**src/rtl/irq_regs_pkg.sv**
```systemverilog
package irq_regs_pkg;

  localparam logic [7:0] OFS_STATUS  = 8'h04;
  localparam logic [7:0] OFS_ENABLE  = 8'h08;
  localparam logic [7:0] OFS_DISABLE = 8'h0C;
  localparam logic [7:0] OFS_MASK    = 8'h10;

  // Sticky bit update: the clear acts first, then the set, so the set wins.
  function automatic logic sticky_next(input logic cur, input logic clr, input logic set);
    return (cur & ~clr) | set;
  endfunction

  // Mask bit update from separate set and clear strobes.
  function automatic logic mask_next(input logic cur, input logic en, input logic dis);
    return (cur | en) & ~dis;
  endfunction

endpackage

```
**src/rtl/irq_addr_decode.sv**
```systemverilog
module irq_addr_decode
  import irq_regs_pkg::*;
#(
  parameter int ADDR_W = 5
) (
  input  logic [ADDR_W-1:0] addr,
  output logic              hit_status,
  output logic              hit_enable,
  output logic              hit_disable,
  output logic              hit_mask
);

  always_comb begin
    hit_status  = (addr == OFS_STATUS[ADDR_W-1:0]);
    hit_enable  = (addr == OFS_ENABLE[ADDR_W-1:0]);
    hit_disable = (addr == OFS_DISABLE[ADDR_W-1:0]);
    hit_mask    = (addr == OFS_MASK[ADDR_W-1:0]);
  end

  always_comb begin
    AST_ONE_HIT: assert ($onehot0({hit_status, hit_enable, hit_disable, hit_mask}));
  end

endmodule

```
**src/rtl/irq_status_bank.sv**
```systemverilog
module irq_status_bank
  import irq_regs_pkg::*;
#(
  parameter int NUM_IRQ = 7
) (
  input  logic               clk,
  input  logic               rst_n,
  input  logic [NUM_IRQ-1:0] set_vec,
  input  logic [NUM_IRQ-1:0] clr_vec,
  output logic [NUM_IRQ-1:0] status_q
);

  for (genvar b = 0; b < NUM_IRQ; b++) begin : g_bit
    always_ff @(posedge clk) begin
      if (!rst_n) status_q[b] <= 1'b0;
      else        status_q[b] <= sticky_next(status_q[b], clr_vec[b], set_vec[b]);
    end
  end

  AST_STICKY_HOLD: assert property (@(posedge clk) disable iff (!rst_n)
    ((status_q & ~clr_vec) != '0) |=> ((status_q & $past(status_q & ~clr_vec)) == $past(status_q & ~clr_vec)));
  AST_CLEAR_TAKES: assert property (@(posedge clk) disable iff (!rst_n)
    ((clr_vec & ~set_vec) != '0) |=> ((status_q & $past(clr_vec & ~set_vec)) == '0));
  AST_SET_WINS: assert property (@(posedge clk) disable iff (!rst_n)
    (set_vec != '0) |=> ((status_q & $past(set_vec)) == $past(set_vec)));

endmodule

```
**src/rtl/irq_mask_bank.sv**
```systemverilog
module irq_mask_bank
  import irq_regs_pkg::*;
#(
  parameter int NUM_IRQ = 7
) (
  input  logic               clk,
  input  logic               rst_n,
  input  logic [NUM_IRQ-1:0] en_vec,
  input  logic [NUM_IRQ-1:0] dis_vec,
  output logic [NUM_IRQ-1:0] mask_q
);

  for (genvar b = 0; b < NUM_IRQ; b++) begin : g_bit
    always_ff @(posedge clk) begin
      if (!rst_n) mask_q[b] <= 1'b0;
      else        mask_q[b] <= mask_next(mask_q[b], en_vec[b], dis_vec[b]);
    end
  end

  AST_ENABLE_SETS: assert property (@(posedge clk) disable iff (!rst_n)
    ((en_vec & ~dis_vec) != '0) |=> ((mask_q & $past(en_vec & ~dis_vec)) == $past(en_vec & ~dis_vec)));
  AST_DISABLE_CLEARS: assert property (@(posedge clk) disable iff (!rst_n)
    (dis_vec != '0) |=> ((mask_q & $past(dis_vec)) == '0));
  AST_MASK_HOLDS: assert property (@(posedge clk) disable iff (!rst_n)
    ((en_vec == '0) && (dis_vec == '0)) |=> $stable(mask_q));

endmodule

```
**src/rtl/irq_ctrl_regs.sv**
```systemverilog
module irq_ctrl_regs #(
  parameter int NUM_IRQ = 7,
  parameter int ADDR_W  = 5,
  parameter int DATA_W  = 32
) (
  input  logic               clk,
  input  logic               rst_n,
  input  logic [NUM_IRQ-1:0] evt_i,
  input  logic               reg_wr_i,
  input  logic [ADDR_W-1:0]  reg_addr_i,
  input  logic [DATA_W-1:0]  reg_wdata_i,
  output logic [DATA_W-1:0]  reg_rdata_o,
  output logic               irq_o
);

  localparam int PAD_W = DATA_W - NUM_IRQ;

  logic hit_status, hit_enable, hit_disable, hit_mask;
  logic [NUM_IRQ-1:0] wbits, clr_vec, en_vec, dis_vec;
  logic [NUM_IRQ-1:0] status_q, mask_q, pending;
  logic unused_wdata_hi;
  logic irq_q;

  assign wbits           = reg_wdata_i[NUM_IRQ-1:0];
  assign unused_wdata_hi = ^reg_wdata_i[DATA_W-1:NUM_IRQ];

  irq_addr_decode #(.ADDR_W(ADDR_W)) u_dec (
    .addr        (reg_addr_i),
    .hit_status  (hit_status),
    .hit_enable  (hit_enable),
    .hit_disable (hit_disable),
    .hit_mask    (hit_mask)
  );

  // Named write events, one vector per action.
  assign clr_vec = (reg_wr_i && hit_status)  ? wbits : '0;
  assign en_vec  = (reg_wr_i && hit_enable)  ? wbits : '0;
  assign dis_vec = (reg_wr_i && hit_disable) ? wbits : '0;

  irq_status_bank #(.NUM_IRQ(NUM_IRQ)) u_status (
    .clk      (clk),
    .rst_n    (rst_n),
    .set_vec  (evt_i),
    .clr_vec  (clr_vec),
    .status_q (status_q)
  );

  irq_mask_bank #(.NUM_IRQ(NUM_IRQ)) u_mask (
    .clk     (clk),
    .rst_n   (rst_n),
    .en_vec  (en_vec),
    .dis_vec (dis_vec),
    .mask_q  (mask_q)
  );

  assign pending = status_q & mask_q;

  always_ff @(posedge clk) begin
    if (!rst_n) irq_q <= 1'b0;
    else        irq_q <= |pending;
  end
  assign irq_o = irq_q;

  always_comb begin
    reg_rdata_o = '0;
    if (hit_status)    reg_rdata_o = {{PAD_W{1'b0}}, status_q};
    else if (hit_mask) reg_rdata_o = {{PAD_W{1'b0}}, mask_q};
  end

  AST_IRQ_RISES: assert property (@(posedge clk) disable iff (!rst_n)
    (pending != '0) |=> irq_o);
  AST_IRQ_FALLS: assert property (@(posedge clk) disable iff (!rst_n)
    (pending == '0) |=> !irq_o);

endmodule

```
**config.mk**
```make
export PLATFORM = sky130hd
export DESIGN_NAME = irq_ctrl_regs
export DESIGN_NICKNAME = d
export VERILOG_FILES = /design/src/rtl/irq_regs_pkg.sv /design/src/rtl/irq_addr_decode.sv /design/src/rtl/irq_status_bank.sv /design/src/rtl/irq_mask_bank.sv /design/src/rtl/irq_ctrl_regs.sv
export SDC_FILE = /design/constraint.sdc
export NUM_CORES = 1
export LEC_CHECK = 0
export BUFFER_PORTS_ARGS = -buffer_cell sky130_fd_sc_hd__buf_2
export CORE_UTILIZATION = 30
export CTS_CLUSTER_DIAMETER = 120
export CTS_CLUSTER_SIZE = 20
export DETAILED_ROUTE_END_ITERATION = 10
export PLACE_DENSITY = 0.8
export SYNTH_ARGS = -nofsm -noshare
export SYNTH_HDL_FRONTEND = slang
export SYNTH_SLANG_ARGS = --single-unit
```
**constraint.sdc**
```tcl
create_clock -name clk -period 1.2 [get_ports clk]
set_input_delay 0 -clock clk [delete_from_list [all_inputs] [get_ports clk]]
set_output_delay 0 -clock clk [all_outputs]
set_load 0.005 [all_outputs]
```
==> impl_results.md <==
* Status: finished clean
* Initial antenna violation count at 0
* CP Depth at 6
* Critical path buffer and inverter count at 3
* Synth cell types at 21
* Worst vdd ir at 0.766 mV
* Total number of yosys warnings at 0
* Initial Util at 32.2%
* Sequential-to-total area share from yosys stat at 33.6%
* Slack of the critical path at 0.0635 ns
* Number of remaining DRC errors at 0
* Num ports at 80
* Commonest non-fill, non-tap cells in the layout: 29 x buf_2, 25 x conb_1, 15 x dfxtp_1
* DR iter-0 viols at 15
* RSZ-0062 raised after global routing: false
* Area delta synth->final at 22.5%
* Total grt overflow at 0
* First-pass DRT Iterations at 4
* Worst path slowest cell: or3_1
* Clock H-tree levels at 1
* Worst setup startpoint: reg_addr_i[3]
* Clock skew at 0.00281 ns
* CTS tree: built
* Capture point of the worst path: reg_rdata_o[2]
* Vias in the first global route at 669
* Cells along the critical path: buf_2 > or3_1 > nor3b_2 > buf_4 > a22o_1 > buf_2
* Cell Area, Synth at 895 um2
* Number of buffers added on ports at 29
* Clk_lat worst skew at 0.28 ns
* Post-Route WL at 1.82 mm
* Seq cells post-synth at 15
* Power Total at 0.952 mW
* Tcrit/Tclk final at 94.7%
* Layout cells sized above 1 at 28.8%
* Avg WL per Cell at 10.3 um
* Chip Height at 56.6 um
* Clock sink count at 15
* Reg-to-reg setup timing slack at 0.27 ns
* Antenna Cells at 0
* Setup violators final at 0
* Hold Path Class: in -> reg
* Final hold viol count at 0
* PD cells at 869 nW/um2
* Routability cong. at 0.722
* Die area at 3200 um2
* Reg clk slew, reported paths at 0.08 ns
* Tmin final at 1.14 ns
* Slew Viols, Final at 0
* R2r endpoint: irq_o
* FF-to-FF path depth at 2
* Startpoint types: primary input
* Reg-to-reg critical path startpoint: u_status.status_q[5]
* Vias post-DR at 801
* Final #Nets at 194
* CORE AREA at 2780 um2
* Synth Area per Inst at 8.52 um2
* Worst hold slack at 0.00338 ns
* Most common cell after layout, fill and taps aside: buf_2
* # Max-Cap Violations at 0
* Final core utilization at 39.4%
* Cts repair resizes at 0
* Synth top area share at 33.6%
* Post-DP HPWL at 1.38 mm
* Finished Layout Cells at 177
* Crit path max fanout at 7
* F_max at 880 MHz
* Leading area contributor after synthesis: dfxtp_1
* Critical Path RT at 1.20 ns
* Cell Rows at 19
* Num CTS Buffers at 3
* GRT Overall Usage at 11.2%
* Die W at 56.6 um
* CTS Buffer Depth at 2
* Final ANT Viol Nets at 0
* Mapped Cells at 105
* Slowest stage delay, CP at 0.41 ns
* Largest cells by area after synthesis: dfxtp_1 34%, buf_4 22%, a22o_1 6.9%
* Placed Cells at 165
* Pre-CTS WS at -0.0121 ns
* CP endpoint kind: primary output
* Largest net degree at the start of global routing at 16
* Clk root buf: clkbuf_4
* Vias per inst at 4.53
* Most frequent CP cell: buf_2
* Top delay family on crit path: simple AND/OR/NAND/NOR gates
* CP arrival at 1.14 ns
* Critical path type: in -> out
* Leakage at 0.520 nW
* First-pass GRT wire length at 2.75 mm
-- layer usage --
metal	global-route usage, %	wire length (um)	up-vias	share of wire, %
met3	5.76	157	2	8.6
met5	0	0	-	0
li1	-	-	416	-
met1	12.7	759	347	42
met2	19.0	895	36	49
met4	2.09	4	0	0.22
-- flip-flops by register name (all words and copies together), names as in the netlist --
name	cells
u_status.status_q	7
irq_o	1
u_mask.mask_q	7
-- through the flow --
stage / area, um2 / TNS (ns)
floorplan: 985 / 0
global placement: 995 / 0
detailed placement: 995 / -0.0207
CTS: 1080 / 0
global route: 1100 / 0
finish: 1100 / 0
-- Yosys cell counts --
master	n
buf_4	26
dfxtp_1	15
a21oi_1	7
a22o_1	7
nand2_1	7
nor2_1	7
o211ai_1	7
o21ai_0	7
o31ai_1	7
a22oi_1	2
clkbuf_1	2
nor3b_2	2
a222oi_1	1
a31oi_1	1
buf_2	1
buf_6	1
conb_1	1
inv_1	1
nand2b_1	1
or3_1	1
or4b_1	1
-- worst min path at each step --
stage,cells after the start,endpoint,from,slack (ns)
floorplan,2,u_status.status_q[0],rst_n,0.14
global placement,3,u_status.status_q[6],evt_i[6],0.27
detailed placement,3,u_status.status_q[4],evt_i[4],0.28
CTS,3,u_status.status_q[3],evt_i[3],0.002
global route,3,u_mask.mask_q[5],reg_wdata_i[5],0.02
finish,3,u_status.status_q[3],evt_i[3],0.003
-- tightest hold or removal path, stage by stage --
cell,delay [ns]
buf_2,0.09
nor2_1,0.04
a21oi_1,0.12
-- where the power goes --
| part | total, mW | switching (mW) | internal (mW) |
|---|---|---|---|
| Sequential | 0.531 | 0.0141 | 0.517 |
| Combinational | 0.144 | 0.0784 | 0.0655 |
| Clock | 0.278 | 0.149 | 0.129 |
| Total | 0.952 | 0.241 | 0.711 |
-- cell type report --
type,instances,area (um2)
inverter,1,3.75
clock buffer,4,26.3
fill,305,1690
tap,31,38.8
timing repair buffer,43,265
multi-input combinational,83,462
sequential,15,300
-- repair_timing --
| item | 4_1_cts | 5_1_grt |
|---|---|---|
| hold endpoints to repair | 6 | 0 |
| setup buffers | 0 | 2 |
| hold buffers | 6 | 0 |
| endpoints found under the setup margin | 0 | 2 |
-- cells by family after synthesis --
family	count (synthesis)	share of synthesized area, %
AOI/OAI and AO/OA	39	29.9
buffers and inverters	31	24.9
DFF	15	33.6
other	1	0.419
and+or+nand+nor	19	11.2
(Power assumes the default switching activity.)
